File: src/rtl/tte_pkg.sv
package tte_pkg;

    typedef enum logic [1:0] {
        ST_IDLE   = 2'd0,
        ST_SCALE  = 2'd1,
        ST_DIVIDE = 2'd2
    } tte_state_e;

    // 60*x is built as (x << MUL_SH_HI) - (x << MUL_SH_LO)
    localparam int MUL_SH_HI = 6;
    localparam int MUL_SH_LO = 2;

endpackage

File: src/rtl/iavg_window.sv
module iavg_window #(
    parameter int SMP_W    = 16,
    parameter int WIN_LOG2 = 8
) (
    input  logic                    clk,
    input  logic                    rst_n,
    input  logic                    smp_stb,
    input  logic signed [SMP_W-1:0] smp_cur,
    output logic [SMP_W-1:0]        avg_out,
    output logic                    win_done
);
    localparam int ACC_W = SMP_W + WIN_LOG2;

    logic [SMP_W-1:0]    mag;
    logic [ACC_W-1:0]    acc_q;
    logic [ACC_W-1:0]    acc_sum;
    logic [WIN_LOG2-1:0] cnt_q;
    logic                win_last;

    // Magnitude; the most negative code maps to 2^(SMP_W-1), which still fits
    always_comb begin
        if (smp_cur[SMP_W-1]) begin
            mag = $unsigned(-smp_cur);
        end else begin
            mag = $unsigned(smp_cur);
        end
        acc_sum  = acc_q + ACC_W'(mag);
        win_last = &cnt_q;
    end

    always_ff @(posedge clk or negedge rst_n) begin
        if (!rst_n) begin
            acc_q    <= '0;
            cnt_q    <= '0;
            avg_out  <= '0;
            win_done <= 1'b0;
        end else begin
            win_done <= 1'b0;
            if (smp_stb) begin
                cnt_q <= cnt_q + 1'b1;
                if (win_last) begin
                    avg_out  <= acc_sum[ACC_W-1:WIN_LOG2];
                    acc_q    <= '0;
                    win_done <= 1'b1;
                end else begin
                    acc_q <= acc_sum;
                end
            end
        end
    end

endmodule

File: src/rtl/tte_scale.sv
module tte_scale #(
    parameter int CAP_W = 16,
    parameter int DEN_W = 16,
    parameter int Q_W   = 16
) (
    input  logic [CAP_W-1:0]                     cap,
    input  logic [DEN_W-1:0]                     den,
    output logic [CAP_W+tte_pkg::MUL_SH_HI-Q_W-1:0] num_hi,
    output logic [Q_W-1:0]                       num_lo,
    output logic                                 sat
);
    localparam int NUM_W = CAP_W + tte_pkg::MUL_SH_HI;
    localparam int RH_W  = NUM_W - Q_W;

    logic [NUM_W-1:0] num;
    logic [DEN_W-1:0] hi_ext;

    always_comb begin
        num    = (NUM_W'(cap) << tte_pkg::MUL_SH_HI) - (NUM_W'(cap) << tte_pkg::MUL_SH_LO);
        num_hi = num[NUM_W-1:Q_W];
        num_lo = num[Q_W-1:0];
        hi_ext = DEN_W'(num_hi);
        // Quotient fits in Q_W bits only if the upper dividend part is below the divisor
        sat    = (den == '0) || (hi_ext >= den);
    end

    if (RH_W > DEN_W) begin : g_bad_width
        initial $error("tte_scale: upper dividend wider than divisor");
    end

endmodule

File: src/rtl/tte_divider.sv
module tte_divider #(
    parameter int DEN_W = 16,
    parameter int Q_W   = 16,
    parameter int RH_W  = 6
) (
    input  logic             clk,
    input  logic             rst_n,
    input  logic             start,
    input  logic [RH_W-1:0]  num_hi,
    input  logic [Q_W-1:0]   num_lo,
    input  logic [DEN_W-1:0] den,
    output logic [Q_W-1:0]   quo,
    output logic             done
);
    localparam int CNT_W = $clog2(Q_W + 1);

    logic [DEN_W-1:0] rem_q;
    logic [Q_W-1:0]   dvd_q;
    logic [CNT_W-1:0] cnt_q;
    logic [DEN_W:0]   rem_sh;
    logic [DEN_W:0]   rem_diff;
    logic             take;

    always_comb begin
        rem_sh   = {rem_q, dvd_q[Q_W-1]};
        rem_diff = rem_sh - {1'b0, den};
        take     = (rem_sh >= {1'b0, den});
    end

    always_ff @(posedge clk or negedge rst_n) begin
        if (!rst_n) begin
            rem_q <= '0;
            dvd_q <= '0;
            quo   <= '0;
            cnt_q <= '0;
            done  <= 1'b0;
        end else begin
            done <= 1'b0;
            if (start) begin
                rem_q <= DEN_W'(num_hi);
                dvd_q <= num_lo;
                quo   <= '0;
                cnt_q <= CNT_W'(Q_W);
            end else if (cnt_q != '0) begin
                rem_q <= take ? rem_diff[DEN_W-1:0] : rem_sh[DEN_W-1:0];
                dvd_q <= {dvd_q[Q_W-2:0], 1'b0};
                quo   <= {quo[Q_W-2:0], take};
                cnt_q <= cnt_q - 1'b1;
                if (cnt_q == CNT_W'(1)) begin
                    done <= 1'b1;
                end
            end
        end
    end

endmodule

File: src/rtl/tte_avg_current.sv
module tte_avg_current #(
    parameter int SMP_W    = 16,
    parameter int WIN_LOG2 = 8,
    parameter int CAP_W    = 16,
    parameter int TTE_W    = 16
) (
    input  logic                    clk,
    input  logic                    rst_n,
    input  logic                    smp_stb,
    input  logic signed [SMP_W-1:0] smp_cur,
    input  logic [CAP_W-1:0]        cap_comp,
    output logic [SMP_W-9:0]        iavg_hi,
    output logic [7:0]              iavg_lo,
    output logic [TTE_W-9:0]        tte_hi,
    output logic [7:0]              tte_lo,
    output logic                    tte_busy,
    output logic                    tte_valid
);
    import tte_pkg::*;

    localparam int AVG_W = SMP_W;
    localparam int NUM_W = CAP_W + MUL_SH_HI;
    localparam int RH_W  = NUM_W - TTE_W;

    tte_state_e state_q, state_d;

    logic [AVG_W-1:0] avg;
    logic             win_done;
    logic [CAP_W-1:0] cap_q;
    logic [AVG_W-1:0] den_q;
    logic [RH_W-1:0]  num_hi;
    logic [TTE_W-1:0] num_lo;
    logic             sat;
    logic             div_start;
    logic             div_done;
    logic [TTE_W-1:0] div_quo;
    logic [TTE_W-1:0] tte_q;
    logic             valid_q;

    iavg_window #(.SMP_W(SMP_W), .WIN_LOG2(WIN_LOG2)) u_win (
        .clk      (clk),
        .rst_n    (rst_n),
        .smp_stb  (smp_stb),
        .smp_cur  (smp_cur),
        .avg_out  (avg),
        .win_done (win_done)
    );

    tte_scale #(.CAP_W(CAP_W), .DEN_W(AVG_W), .Q_W(TTE_W)) u_scale (
        .cap    (cap_q),
        .den    (den_q),
        .num_hi (num_hi),
        .num_lo (num_lo),
        .sat    (sat)
    );

    tte_divider #(.DEN_W(AVG_W), .Q_W(TTE_W), .RH_W(RH_W)) u_div (
        .clk    (clk),
        .rst_n  (rst_n),
        .start  (div_start),
        .num_hi (num_hi),
        .num_lo (num_lo),
        .den    (den_q),
        .quo    (div_quo),
        .done   (div_done)
    );

    // State register
    always_ff @(posedge clk or negedge rst_n) begin
        if (!rst_n) begin
            state_q <= ST_IDLE;
        end else begin
            state_q <= state_d;
        end
    end

    // Transitions: start, saturate, launch, commit
    always_comb begin
        state_d = state_q;
        unique case (state_q)
            ST_IDLE:   if (win_done) state_d = ST_SCALE;
            ST_SCALE:  state_d = sat ? ST_IDLE : ST_DIVIDE;
            ST_DIVIDE: if (div_done) state_d = ST_IDLE;
            default:   state_d = ST_IDLE;
        endcase
    end

    assign div_start = (state_q == ST_SCALE) && !sat;

    // Outputs and operand capture
    always_ff @(posedge clk or negedge rst_n) begin
        if (!rst_n) begin
            cap_q   <= '0;
            den_q   <= '0;
            tte_q   <= '1;
            valid_q <= 1'b0;
        end else begin
            valid_q <= 1'b0;
            unique case (state_q)
                ST_IDLE: begin
                    if (win_done) begin
                        cap_q <= cap_comp;
                        den_q <= avg;
                    end
                end
                ST_SCALE: begin
                    if (sat) begin
                        tte_q   <= '1;
                        valid_q <= 1'b1;
                    end
                end
                ST_DIVIDE: begin
                    if (div_done) begin
                        tte_q   <= div_quo;
                        valid_q <= 1'b1;
                    end
                end
                default: ;
            endcase
        end
    end

    assign iavg_hi   = avg[AVG_W-1:8];
    assign iavg_lo   = avg[7:0];
    assign tte_hi    = tte_q[TTE_W-1:8];
    assign tte_lo    = tte_q[7:0];
    assign tte_busy  = (state_q != ST_IDLE);
    assign tte_valid = valid_q;

endmodule

File: config.mk
export PLATFORM = sky130hd
export DESIGN_NAME = tte_avg_current
export DESIGN_NICKNAME = d
export VERILOG_FILES = /design/src/rtl/tte_pkg.sv /design/src/rtl/iavg_window.sv /design/src/rtl/tte_scale.sv /design/src/rtl/tte_divider.sv /design/src/rtl/tte_avg_current.sv
export SDC_FILE = /design/constraint.sdc
export NUM_CORES = 1
export LEC_CHECK = 0
export CELL_PAD_IN_SITES_DETAIL_PLACEMENT = 1
export CELL_PAD_IN_SITES_GLOBAL_PLACEMENT = 1
export CORE_AREA = 4 4 145 147
export DETAILED_ROUTE_END_ITERATION = 8
export DIE_AREA = 0 0 149 151
export PLACE_DENSITY_LB_ADDON = 0.1
export SLEW_MARGIN = 20
export SYNTH_ARGS = -nofsm -noshare
export SYNTH_HDL_FRONTEND = slang
export SYNTH_SLANG_ARGS = --single-unit
File: constraint.sdc
create_clock -name clk -period 5.4 [get_ports clk]
set_input_delay 0.81 -clock clk [delete_from_list [all_inputs] [get_ports clk]]
set_output_delay 0.81 -clock clk [all_outputs]
set_load 0.01 [all_outputs]
## Word level (Yosys, flattened, before mapping)

Cells that the tools add are included.

| storage, ports and cells | value |
|---|---|
| ROM bits | 0 |
| memories | 0 |
| word-level logic and storage cells | 68 |
| bits in latches | 0 |
| output and inout bits | 34 |
| memory bits (writable) | 0 |
| bits in registers | 154 |

| cells by class | value |
|---|---|
| divide/modulo/power cells | 0 |
| $add $sub $neg | 6 |
| multiply operators | 0 |
| reduce and logical (&&, ||, !) cells | 14 |
| equal/unequal tests | 6 |
| muxes and demuxes | 26 |
| bitwise gates (word level) | 0 |
| magnitude comparators | 2 |
| shift-type cells | 0 |

Operators with widths:

| kind | count |
|---|---|
| $mux W16 | 10 |
| $pmux W16 S2 | 1 |
| $add A24 B16 Y24 | 1 |
| $mux W24 | 1 |
| $sub A22 B18 Y22 | 1 |
| $ge A17 B16 Y1 | 1 |
| $ge A6 B16 Y1 | 1 |
| $logic_not A16 Y1 | 1 |
| $neg A16 Y16 | 1 |
| $sub A16 B16 Y16 | 1 |
| $mux W5 | 2 |
| $reduce_and A9 Y1 | 1 |
| $add A8 B1 Y8 const B | 1 |
| $reduce_and A8 Y1 | 1 |
| $mux W1 | 7 |
| $mux W2 | 3 |
| $pmux W2 S3 | 1 |
| $reduce_bool A2 Y1 | 3 |
| $eq A5 B1 Y1 const B | 1 |
| $reduce_bool A5 Y1 | 1 |
| $sub A5 B1 Y5 const B | 1 |
| $ne A2 B1 Y1 const B | 2 |
| $reduce_and A2 Y1 | 2 |
| $reduce_and A3 Y1 | 1 |
| 8 further kinds | 8 |

## Longest topological paths before layout

Gate-level depths: netlist of the first run.

| logic depth | value |
|---|---|
| word-level depth | 6 |
| depth in mapped cells | 18 |

## Cells and area by module

From an unflattened synthesis of the first run, not the netlist that was laid out.

| unflattened totals | value |
|---|---|
| cell total of the unflattened synthesis | 1063 |
| area total of the unflattened synthesis | 9964.6 um^2 |

By module, submodules not included:

| module | cells an instance | area each (um^2) | instances |
|---|---|---|---|
| tte_divider | 398 | 3452.1 | 1 |
| iavg_window | 384 | 3377.0 | 1 |
| tte_avg_current | 125 | 2039.5 | 1 |
| tte_scale | 156 | 1096.1 | 1 |

## Least setup slack after synthesis of the first run

No wires, ideal clock.

| timing path | value |
|---|---|
| path kind | reg2reg |
| start point | register cap_q[1] |
| end point | register u_div.rem_q[2] |
| arrival | 3.617 ns |
| setup time | 0.078 ns |
| cell stages (with the launch flop) | 15 |
| slack | 1.705 ns |
| buffers on the path | 1 |
| required time | 5.322 ns |
| cells stage by stage | dfrtp_1 -> ha_1 -> a21o_1 -> a41o_1 -> a21oi_1 -> o21ai_0 -> a41oi_1 -> xnor2_1 -> ha_1 -> and3_1 -> a21oi_1 -> o211ai_1 -> a21oi_1 -> clkbuf_1 -> o2bb2ai_1 |

| on the way | value |
|---|---|
| cells in the longest elaborated chain, start to end | 6 |
| elaborated cells between the ends (all ways) | 7 |

Ends and longest elaborated chain:

| element | RTL line | text |
|---|---|---|
| start: declaration | tte_avg_current.sv:29 | `logic [CAP_W-1:0] cap_q;` |
| start signal: assignment | tte_avg_current.sv:102 | `cap_q <= cap_comp;` |
| $sub A22 B18 Y22 (*) | tte_scale.sv:19 | `num = (NUM_W'(cap) << tte_pkg::MUL_SH_HI) - (NUM_W'(cap) << tte_pkg::MUL_SH_LO);` |
| $ge A6 B16 Y1 | tte_scale.sv:24 | `sat = (den == '0) \|\| (hi_ext >= den);` |
| $logic_or A1 B1 Y1 | tte_scale.sv:24 |  |
| $logic_not A1 Y1 | tte_avg_current.sv:88 | `assign div_start = (state_q == ST_SCALE) && !sat;` |
| $logic_and A1 B1 Y1 | tte_avg_current.sv:88 |  |
| $mux W16 or $reduce_bool A2 Y1 (tied branches) | n/a |  |
| end signal: assignment | tte_divider.sv:40 | `rem_q <= DEN_W'(num_hi);` |
| end signal: assignment | tte_divider.sv:45 | `rem_q <= take ? rem_diff[DEN_W-1:0] : rem_sh[DEN_W-1:0];` |
| end: declaration | tte_divider.sv:17 | `logic [DEN_W-1:0] rem_q;` |

Every way passes the cells marked *; elsewhere a longest branch is shown, timed or not.
A chain may end at the register's enable or synchronous reset.

## Worst setup path after layout of the first run

| timing path | value |
|---|---|
| start point | register cap_q[5] |
| end point | register u_div.dvd_q[13] |

| on the way | value |
|---|---|
| cells in the longest elaborated chain, start to end | 6 |
| elaborated cells between the ends (all ways) | 7 |

Ends and longest elaborated chain:

| element | RTL line | text |
|---|---|---|
| $sub A22 B18 Y22 (*) | tte_scale.sv:19 |  |
| $ge A6 B16 Y1 | tte_scale.sv:24 |  |
| $logic_or A1 B1 Y1 | tte_scale.sv:24 |  |
| $logic_not A1 Y1 | tte_avg_current.sv:88 |  |
| $logic_and A1 B1 Y1 | tte_avg_current.sv:88 |  |
| $mux W16 or $reduce_bool A2 Y1 (tied branches) | n/a |  |
| end signal: assignment | tte_divider.sv:41 | `dvd_q <= num_lo;` |
| end signal: assignment | tte_divider.sv:46 | `dvd_q <= {dvd_q[Q_W-2:0], 1'b0};` |
| end: declaration | tte_divider.sv:18 | `logic [Q_W-1:0] dvd_q;` |

Marked as above.

==> results of run 1 <==
final timing paths:
| path | end | start | slack (ps) | depth (start not counted) |
|---|---|---|---|---|
| setup / recovery | u_div.dvd_q[13] | cap_q[5] | 660 | 18 |
| setup reg to reg | u_div.dvd_q[13] | cap_q[5] | 660 | 18 |
| hold reg to reg | u_win.cnt_q[4] | u_win.cnt_q[4] | 490 | 1 |
| max in group asynchronous | den_q[10] | rst_n | 4000 | 2 |
| hold / removal | u_div.quo[7] | rst_n | 410 | 1 |
| min in group clk | u_win.cnt_q[4] | u_win.cnt_q[4] | 490 | 1 |
cell families (layout without fill, tap and decap cells):
family | count (synthesis) | in the layout | synth area share (%)
fa+ha+maj | 61 | 61 | 8.03
compound gates | 312 | 312 | 20.9
xor+xnor | 63 | 63 | 5.70
simple gates | 318 | 318 | 15.6
flops | 152 | 152 | 39.5
mux | 46 | 46 | 5.22
buf+inv | 125 | 188 | 5.10
worst reg2reg max path: stages (launching register included):
cell and delay [ps]:
dfrtp_1 390, inv_1 70, ha_1 350, a21o_1 210, a41o_1 200, a21oi_1 350, o21ai_0 250, a41oi_1 310
xnor2_1 210, ha_1 310, and3_1 170, a21oi_1 120, o211ai_1 110, buf_4 220, nand2_1 120, nand2_2 550
buf_4 470, nor2_1 140, a31oi_1 60
synthesized netlist by cell type, drive strengths merged, types with 27 or more instances:
| library cell | number |
|---|---|
| dfrtp | 136 |
| o21ai | 74 |
| a31oi | 41 |
| mux2 | 36 |
| ha | 59 |
| nand4 | 27 |
| nand2 | 116 |
| clkbuf | 43 |
| nor2 | 80 |
| a21oi | 75 |
| inv | 75 |
| xnor2 | 49 |
power by group:
part           switching (mW)  internal, mW  total, mW
combinational            1.19         0.848       2.04
sequential              0.166          1.30       1.47
clock                   0.554         0.717       1.27
total                    1.91          2.87       4.78
per-layer routing:
layer,GRT usage [%],up-vias,part of all wire (%)
met5,0,-,0
met4,4.35,0,1.0
met3,4.04,24,3.0
met2,39.9,102,49
met1,31.6,4097,47
li1,-,3978,-
flip-flops by register name (all words and copies together), names as in the netlist, 2 cells and up:
register	count
cap_q	16
tte_q	16
u_div.cnt_q	5
u_div.dvd_q	14
state_q	2
u_win.cnt_q	8
u_div.rem_q	16
den_q	16
u_win.acc_q	24
u_win.avg_out	16
u_div.quo	16
area by class of cell:
cell class / count / area share, %
clock buffers: 18 / 3.91
well taps: 270 / 3.01
repair buffers: 81 / 6.95
inverters: 75 / 2.51
multi-input cells: 800 / 48.0
clock inverters: 14 / 1.58
flip-flops and latches: 152 / 34.1
==> impl_metrics.py, run 1 <==
metrics = {
    "status": {
        "status": "finished clean",
    },
    "grt": {
        "grt_pass1_wl_um": 42600,
        "grt_max_degree": 76,
        "grt_overflow": 0,
        "grt_pass1_vias": 8419,
        "antenna_found_initial": 0,
        "grt_usage_pct": 23.3,
    },
    "routing": {
        "drc": 0,
        "wirelength_um": 25300,
        "via_count": 8201,
        "firstDrtPassIters": 5,
        "wire_per_inst_um": 17.9,
        "drt_iter0_markers": 376,
        "vias_per_cell": 5.82,
        "ant_nets": 0,
    },
    "worst_setup_path": {
        "crit_path_max_fanout": 48,
        "path_buf_inv": 3,
        "endpoint_kind": "flip-flop",
        "worstPathArrival_ps": 5050,
        "start_kind": "flip-flop",
        "cp.required_ps": 5710,
        "cp_top_family": "compound AO/OA/AOI/OAI gates",
        "max_stage_delay_ps": 550,
        "critical_path.slowest_cell": "nand2_2",
        "worstPathCellList": "inv_1 -> ha_1 -> a21o_1 -> a41o_1 -> a21oi_1 -> o21ai_0 -> a41oi_1 -> xnor2_1 -> ha_1 -> and3_1 -> a21oi_1 -> o211ai_1 -> buf_4 -> nand2_1 -> nand2_2 -> buf_4 -> nor2_1 -> a31oi_1",
        "path_class": "flip-flop to flip-flop",
    },
    "placement": {
        "dp_hpwl_um": 18000,
        "portBuffers": 68,
        "place_inst": 1378,
        "postPlaceCellArea_sq_mm": 0.0106,
        "place.gp.congestion": 0.818,
        "pre_cts_ws_ps": 712,
    },
    "cells_and_area": {
        "finish.utilization_pct": 56.4,
        "multi_input_area_sq_mm": 0.00538,
        "most-common-layout-cells": "136 x dfrtp_1, 114 x nand2_1, 79 x nor2_1, 75 x inv_1, 74 x a21oi_1",
        "layout_commonest_cell": "dfrtp_1",
        "fillers": 2324,
        "ff_latch_area_sq_mm": 0.00382,
        "syn_to_final_growth_pct": 15.8,
        "drive_gt1_share_pct": 10.1,
        "fin_area_sq_mm": 0.0112,
        "instances_no_fill": 1410,
        "antenna_cells": 0,
        "layout.nets": 1223,
    },
    "die": {
        "core_area_sq_mm": 0.0199,
        "io_pins": 69,
        "dieArea_sq_mm": 0.0225,
        "die_w_um": 149,
        "start_util_pct": 48.7,
        "die_h_um": 151,
        "rows": 52,
    },
    "power": {
        "max-vdd-ir-drop_v": 0.000233,
        "power_density_mw_per_mm2": 426,
        "power_mw": 4.78,
        "p_leak_nw": 4.83,
    },
    "hold_path": {
        "hold_class": "input port to asynchronous set/reset pin",
    },
    "timing": {
        "fin_tns_setup_ps": 0,
        "final.min_clock_period_ps": 4740,
        "max_slew.worst_pin.slew_ps": 968,
        "setup_viol": 0,
        "setup_ws_ps": 665,
        "relSlewSlack_pct": 35.2,
        "finalMaxSlewViolations": 0,
        "timing.hold.ws_ps": 410,
        "final.period_utilization_pct": 87.7,
        "max_freq_mhz": 211,
        "fin_skew_ps": 14.0,
        "hold_violations": 0,
        "grt_setup_unrepaired": "no",
    },
    "yosys": {
        "netlist-cell-type-count": 73,
        "yosysSeqAreaShare_pct": 39.5,
        "syn_nets": 1173,
        "syn_area_sq_mm": 0.00969,
        "syn_avg_cell_area_sq_um": 9.00,
        "syn_inst": 1077,
        "synth_edf_count": 0,
        "synth_top_area_share_pct": 35.1,
        "yosysTopAreaCell": "dfrtp_1",
        "synthTopCellsByArea": "dfrtp_1 35%, ha_1 7.6%, nand2_1 4.5%",
        "synth-async-reset-ratio_pct": 100,
        "ys_ff_latch": 152,
        "yosys_warnings": 0,
        "synthFlopType": "dfrtp_1",
    },
    "cts": {
        "cts_sinks": 152,
        "htreeDepth": 4,
        "clock_latency_ps": 450,
        "cts_resized": 0,
        "cts_setup_buffers": 0,
        "cts_tree": "done",
        "cts_buffer_depth": 2,
        "path_clk_slew_ps": 70,
        "hold_buffers": 0,
        "numCtsBuffers": 17,
        "cts.root.buffer_cell": "clkbuf_16",
    },
    "flow_run": {
        "cap_violations": 0,
    },
}
(Power assumes the default switching activity.)
==> run 2: changes to the inputs <==
Settings changed: REMOVE_ABC_BUFFERS set to 1.
==> run 2 against run 1 <==
Compared with the run above:
- worst setup slack better by 220 ps
- register-to-register slack better by 220 ps
- utilization is the same
- critical path depth down 1
- final cell count increased by 0.21%
- clock skew shrank 3.6 ps
- count of clock-buffer cells in the layout up 3
- flip-flop and latch count did not move
- critical path type unchanged
==> impl_metrics.py, run 2 (synthesis gave the netlist of run 1 again) <==
metrics = {
    "power": {
        "p_switching_mw": 1.75,
        "power_density_mw_per_mm2": 411,
        "p_sw_share_pct": 38.0,
        "intPower_mw": 2.86,
        "p_clk_share_pct": 26.1,
        "p_leak_nw": 4.82,
        "max-vdd-ir-drop_v": 0.000212,
        "power_frac_seq_pct": 31.8,
        "comb_power_share_pct": 42.1,
    },
    "routing": {
        "vias_per_cell": 5.85,
        "wirelength_um": 25400,
        "via_count": 8261,
        "wire_per_inst_um": 18.0,
        "drc": 0,
        "firstDrtPassIters": 4,
        "ant_nets": 0,
        "drt_iter0_markers": 375,
    },
    "grt": {
        "grt_pass1_vias": 8716,
        "antenna_found_initial": 0,
        "grt_overflow": 0,
        "grt_usage_pct": 23.6,
        "grt_max_degree": 83,
        "grt_pass1_wl_um": 43400,
    },
    "placement": {
        "portBuffers": 68,
        "place.gp.congestion": 0.793,
        "dp_hpwl_um": 17400,
    },
    "cells_and_area": {
        "layout_commonest_cell": "dfrtp_1",
        "largest_register_ffs": 24,
        "layout.nets": 1226,
        "fillers": 2342,
        "drive_gt1_share_pct": 10.1,
        "syn_to_final_growth_pct": 15.8,
        "top_register": "u_win.acc_q",
        "finish.utilization_pct": 56.4,
        "most-common-layout-cells": "136 x dfrtp_1, 115 x nand2_1, 80 x nor2_1, 75 x inv_1, 74 x a21oi_1",
        "antenna_cells": 0,
    },
    "die": {
        "start_util_pct": 48.7,
        "io_pins": 69,
        "dieArea_sq_mm": 0.0225,
        "die_w_um": 149,
        "rows": 52,
        "core_area_sq_mm": 0.0199,
        "die_h_um": 151,
    },
    "worst_setup_path": {
        "critPathCapture": "u_div.dvd_q[12]",
        "start_kind": "flip-flop",
        "r2r_cells": 17,
        "reg2reg_slack_ps": 880,
        "path_class": "flip-flop to flip-flop",
        "timing.critical_path.from": "cap_q[1]",
        "worstReg2RegEnd": "u_div.dvd_q[12]",
        "endpoint_kind": "flip-flop",
        "cp.required_ps": 5740,
        "crit_path_max_fanout": 35,
        "worstPathArrival_ps": 4850,
        "r2r_start": "cap_q[1]",
    },
    "timing": {
        "setup_viol": 0,
        "relSlewSlack_pct": 40.5,
        "fin_skew_ps": 10.4,
        "final.min_clock_period_ps": 4520,
        "fin_tns_setup_ps": 0,
        "max_slew.worst_pin.slew_ps": 890,
        "hold_violations": 0,
        "final.period_utilization_pct": 83.6,
        "finalMaxSlewViolations": 0,
        "grt_setup_unrepaired": "no",
        "max_freq_mhz": 221,
    },
    "cts": {
        "path_clk_slew_ps": 70,
        "cts_setup_buffers": 0,
        "htreeDepth": 4,
        "numCtsBuffers": 17,
        "hold_buffers": 0,
        "cts_tree": "done",
        "cts.root.buffer_cell": "clkbuf_16",
        "cts_sinks": 152,
        "cts_buffer_depth": 2,
        "clock_latency_ps": 430,
        "cts_resized": 0,
    },
    "hold_path": {
        "hold_class": "input port to asynchronous set/reset pin",
    },
    "flow_run": {
        "cap_violations": 0,
    },
    "status": {
        "status": "finished clean",
    },
}
[run 2: cell types whose count changed in the layout (fill, tap and decap cells not counted), sizes merged]
cell	previous run	this run
buf	14	17
clkbuf	18	21
clkinv	3	4
clkinvlp	0	4
inv	84	76
[run 2: layout make-up]
type                    count  area [sq um]  area share [%]
multi-input cells         800          5380            47.9
well taps                 270           338            3.01
clock buffers              21           460            4.10
clock inverters            11           123            1.09
repair buffers             84           815            7.26
inverters                  75           282            2.51
flip-flops and latches    152          3820            34.1
[run 2: power by group through the flow]
stage                     clock network, mW  logic, mW  registers, mW
after floorplan                           0       1.48           1.43
after global placement                    0       1.88           1.47
after detailed placement                  0       1.93           1.48
after CTS                              1.23       1.96           1.47
after global routing                   1.28       2.20           1.49
final                                  1.20       1.94           1.47
[run 2: worst min-delay path by stage]
stage,from,endpoint,depth (start not counted)
2_1_floorplan,u_win.cnt_q[4],u_win.cnt_q[4],1
3_3_place_gp,u_win.acc_q[11],u_win.acc_q[11],1
3_5_place_dp,u_win.acc_q[10],u_win.acc_q[10],1
4_1_cts,rst_n,cap_q[2],1
5_1_grt,rst_n,cap_q[3],1
6_report,rst_n,cap_q[2],1
[run 2: metrics by stage]
| stage | total power [mW] | instances | setup slack [ps] | hold WS, ps | cell area (sq um) |
|---|---|---|---|---|---|
| 3_3_place_gp | 3.35 | 1381 | 1020 | 479 | 10600 |
| 4_1_cts | 4.65 | 1413 | 833 | 417 | 11200 |
| 2_1_floorplan | 2.91 | 1027 | 754 | 460 | 9480 |
| 6_report | 4.61 | 1413 | 884 | 378 | 11200 |
| 3_5_place_dp | 3.41 | 1381 | 927 | 480 | 10600 |
| 5_1_grt | 4.97 | 1413 | 438 | 436 | 11200 |
[run 2: layer usage]
layer | share of wire (%) | GRT usage [%]
met5 | 0 | 0
met4 | 1.5 | 6.27
met3 | 2.5 | 3.68
met2 | 52 | 43.2
met1 | 44 | 29.1
[run 2: critical path, cell delays in order (launching register included)]
cell      delay (ps)
dfrtp_1          410
ha_1             380
a21o_1           200
a41o_1           200
a21oi_1          340
o21ai_0          240
a41oi_1          280
xnor2_1          110
ha_1             310
and3_1           160
a21oi_1           40
o211ai_1         100
buf_4            280
nand2_1          120
nand2_2          540
buf_4            410
nor2_1           100
a31oi_1          190
==> run 3: changes to the inputs <==
Settings changed: CORE_AREA 4 4 145 147 to 4 4 151 153, DIE_AREA 0 0 149 151 to 0 0 155 157.
Clock period 5.4 ns to 4.7 ns, I/O delays scaled along.
==> run 3 against run 2 <==
Compared with the run above:
- via count fell by 2.1%
- clock skew rose by 0.90 ps
- first-iteration DRC count is 1.1% lower
- clock power is 29% higher
- flip-flop and latch count unchanged
- wire length is 1.7% lower
==> impl_metrics.py, run 3 (synthesis gave the netlist of run 1 again) <==
metrics = {
    "grt": {
        "grt_overflow": 0,
        "grt_usage_pct": 21.3,
        "antenna_found_initial": 0,
        "grt_pass1_wl_um": 42700,
        "grt_pass1_vias": 8485,
        "grt_max_degree": 95,
    },
    "cells_and_area": {
        "fin_area_sq_mm": 0.0113,
        "multi_input_area_sq_mm": 0.00539,
        "layout_commonest_cell": "dfrtp_1",
        "drive_gt1_share_pct": 10.3,
        "most-common-layout-cells": "136 x dfrtp_1, 114 x nand2_1, 80 x nor2_1, 75 x inv_1, 74 x a21oi_1",
        "top_register": "u_win.acc_q",
        "syn_to_final_growth_pct": 16.9,
        "antenna_cells": 0,
        "layout.nets": 1228,
        "fillers": 2469,
        "ff_latch_area_sq_mm": 0.00382,
        "largest_register_ffs": 24,
    },
    "routing": {
        "via_count": 8086,
        "firstDrtPassIters": 4,
        "ant_nets": 0,
        "wire_per_inst_um": 17.5,
        "wirelength_um": 25000,
        "vias_per_cell": 5.68,
        "wl_met1_um": 11800,
        "routed.top_layer": "met4",
        "drt_iter0_markers": 371,
        "wl_met3_um": 521,
        "drc": 0,
        "wl_met2_um": 12400,
    },
    "placement": {
        "dp_hpwl_um": 17600,
        "place.gp.congestion": 0.859,
        "postPlaceCellArea_sq_mm": 0.0107,
        "portBuffers": 68,
    },
    "timing": {
        "finalMaxSlewViolations": 0,
        "grt_setup_unrepaired": "no",
        "final.period_utilization_pct": 90.1,
        "fin_skew_ps": 11.3,
        "final.min_clock_period_ps": 4240,
        "relSlewSlack_pct": 37.7,
        "fin_tns_setup_ps": 0,
        "setup_viol": 0,
        "max_freq_mhz": 236,
        "hold_violations": 0,
        "max_slew.worst_pin.slew_ps": 934,
    },
    "worst_setup_path": {
        "worstPathArrival_ps": 4550,
        "r2r_cells": 16,
        "start_kind": "flip-flop",
        "crit_path_max_fanout": 27,
        "reg2reg_slack_ps": 460,
        "cp.required_ps": 5020,
        "worstReg2RegEnd": "u_div.rem_q[5]",
        "endpoint_kind": "flip-flop",
        "timing.critical_path.from": "cap_q[1]",
        "path_class": "flip-flop to flip-flop",
        "critPathCapture": "u_div.rem_q[5]",
        "r2r_start": "cap_q[1]",
    },
    "cts": {
        "cts_tree": "done",
        "cts_resized": 0,
        "cts_sinks": 152,
        "cts_setup_buffers": 0,
        "htreeDepth": 4,
        "cts_buffer_depth": 2,
        "path_clk_slew_ps": 70,
        "clock_latency_ps": 430,
        "hold_buffers": 0,
        "cts.root.buffer_cell": "clkbuf_16",
        "numCtsBuffers": 17,
    },
    "power": {
        "comb_power_share_pct": 40.9,
        "p_leak_nw": 4.87,
        "p_clk_share_pct": 28.3,
        "p_switching_mw": 2.02,
        "power_density_mw_per_mm2": 482,
        "p_sw_share_pct": 36.9,
        "power_frac_seq_pct": 30.8,
        "max-vdd-ir-drop_v": 0.000221,
        "intPower_mw": 3.45,
    },
    "die": {
        "die_h_um": 157,
        "start_util_pct": 44.9,
        "rows": 54,
        "dieArea_sq_mm": 0.0243,
        "core_area_sq_mm": 0.0216,
        "io_pins": 69,
        "die_w_um": 155,
    },
    "hold_path": {
        "hold_class": "input port to asynchronous set/reset pin",
    },
    "flow_run": {
        "cap_violations": 0,
    },
    "status": {
        "status": "finished clean",
    },
}
==> run 3: layer usage <==
layer / global-route usage [%] / vias to the layer above
met1: 27.6 / 4017
met3: 3.30 / 23
li1: - / 3966
met4: 5.13 / 0
met2: 37.4 / 80
met5: 0 / -
==> run 3: area by class of cell <==
class | count | area share [%]
inverter | 75 | 2.49
multi-input combinational | 800 | 47.6
tap | 280 | 3.09
clock buffer | 20 | 4.03
timing repair buffer | 86 | 7.32
clock inverter | 11 | 1.71
sequential | 152 | 33.8
==> run 3: power by group through the flow <==
stage          combinational [mW]  sequential [mW]  clock, mW
2_1_floorplan                1.70             1.64          0
3_3_place_gp                 2.15             1.70          0
3_5_place_dp                 2.23             1.70          0
4_1_cts                      2.25             1.68       1.58
5_1_grt                      2.51             1.72       1.64
6_report                     2.23             1.69       1.55
==> run 3: worst min-delay path by stage <==
stage,end,depth (start not counted)
after global placement,u_win.acc_q[11],1
after floorplan,cap_q[0],0
after global routing,cap_q[2],1
after CTS,cap_q[0],1
final,cap_q[6],1
after detailed placement,u_win.acc_q[13],1
==> run 3: stage by stage <==
stage                     setup WS (ps)  total power [mW]  hold slack (ps)  util [%]  cells
after global routing                100              5.87              465      52.6   1424
after global placement              415              3.85              478      49.5   1393
final                               463              5.46              379      52.6   1424
after detailed placement            342              3.93              485      49.5   1393
after floorplan                    54.4              3.34              409         -   1027
after CTS                           465              5.52              421      52.5   1424
==> run 3: critical path, stage by stage, from the launching register on <==
cell	delay, ps
dfrtp_1	410
ha_1	370
a21o_1	200
a41o_1	200
a21oi_1	380
o21ai_0	260
a41oi_1	290
xnor2_1	190
ha_1	310
and3_1	180
a21oi_1	140
o211ai_1	110
buf_4	220
a21oi_2	200
buf_12	200
nor2_1	120
a211oi_1	320
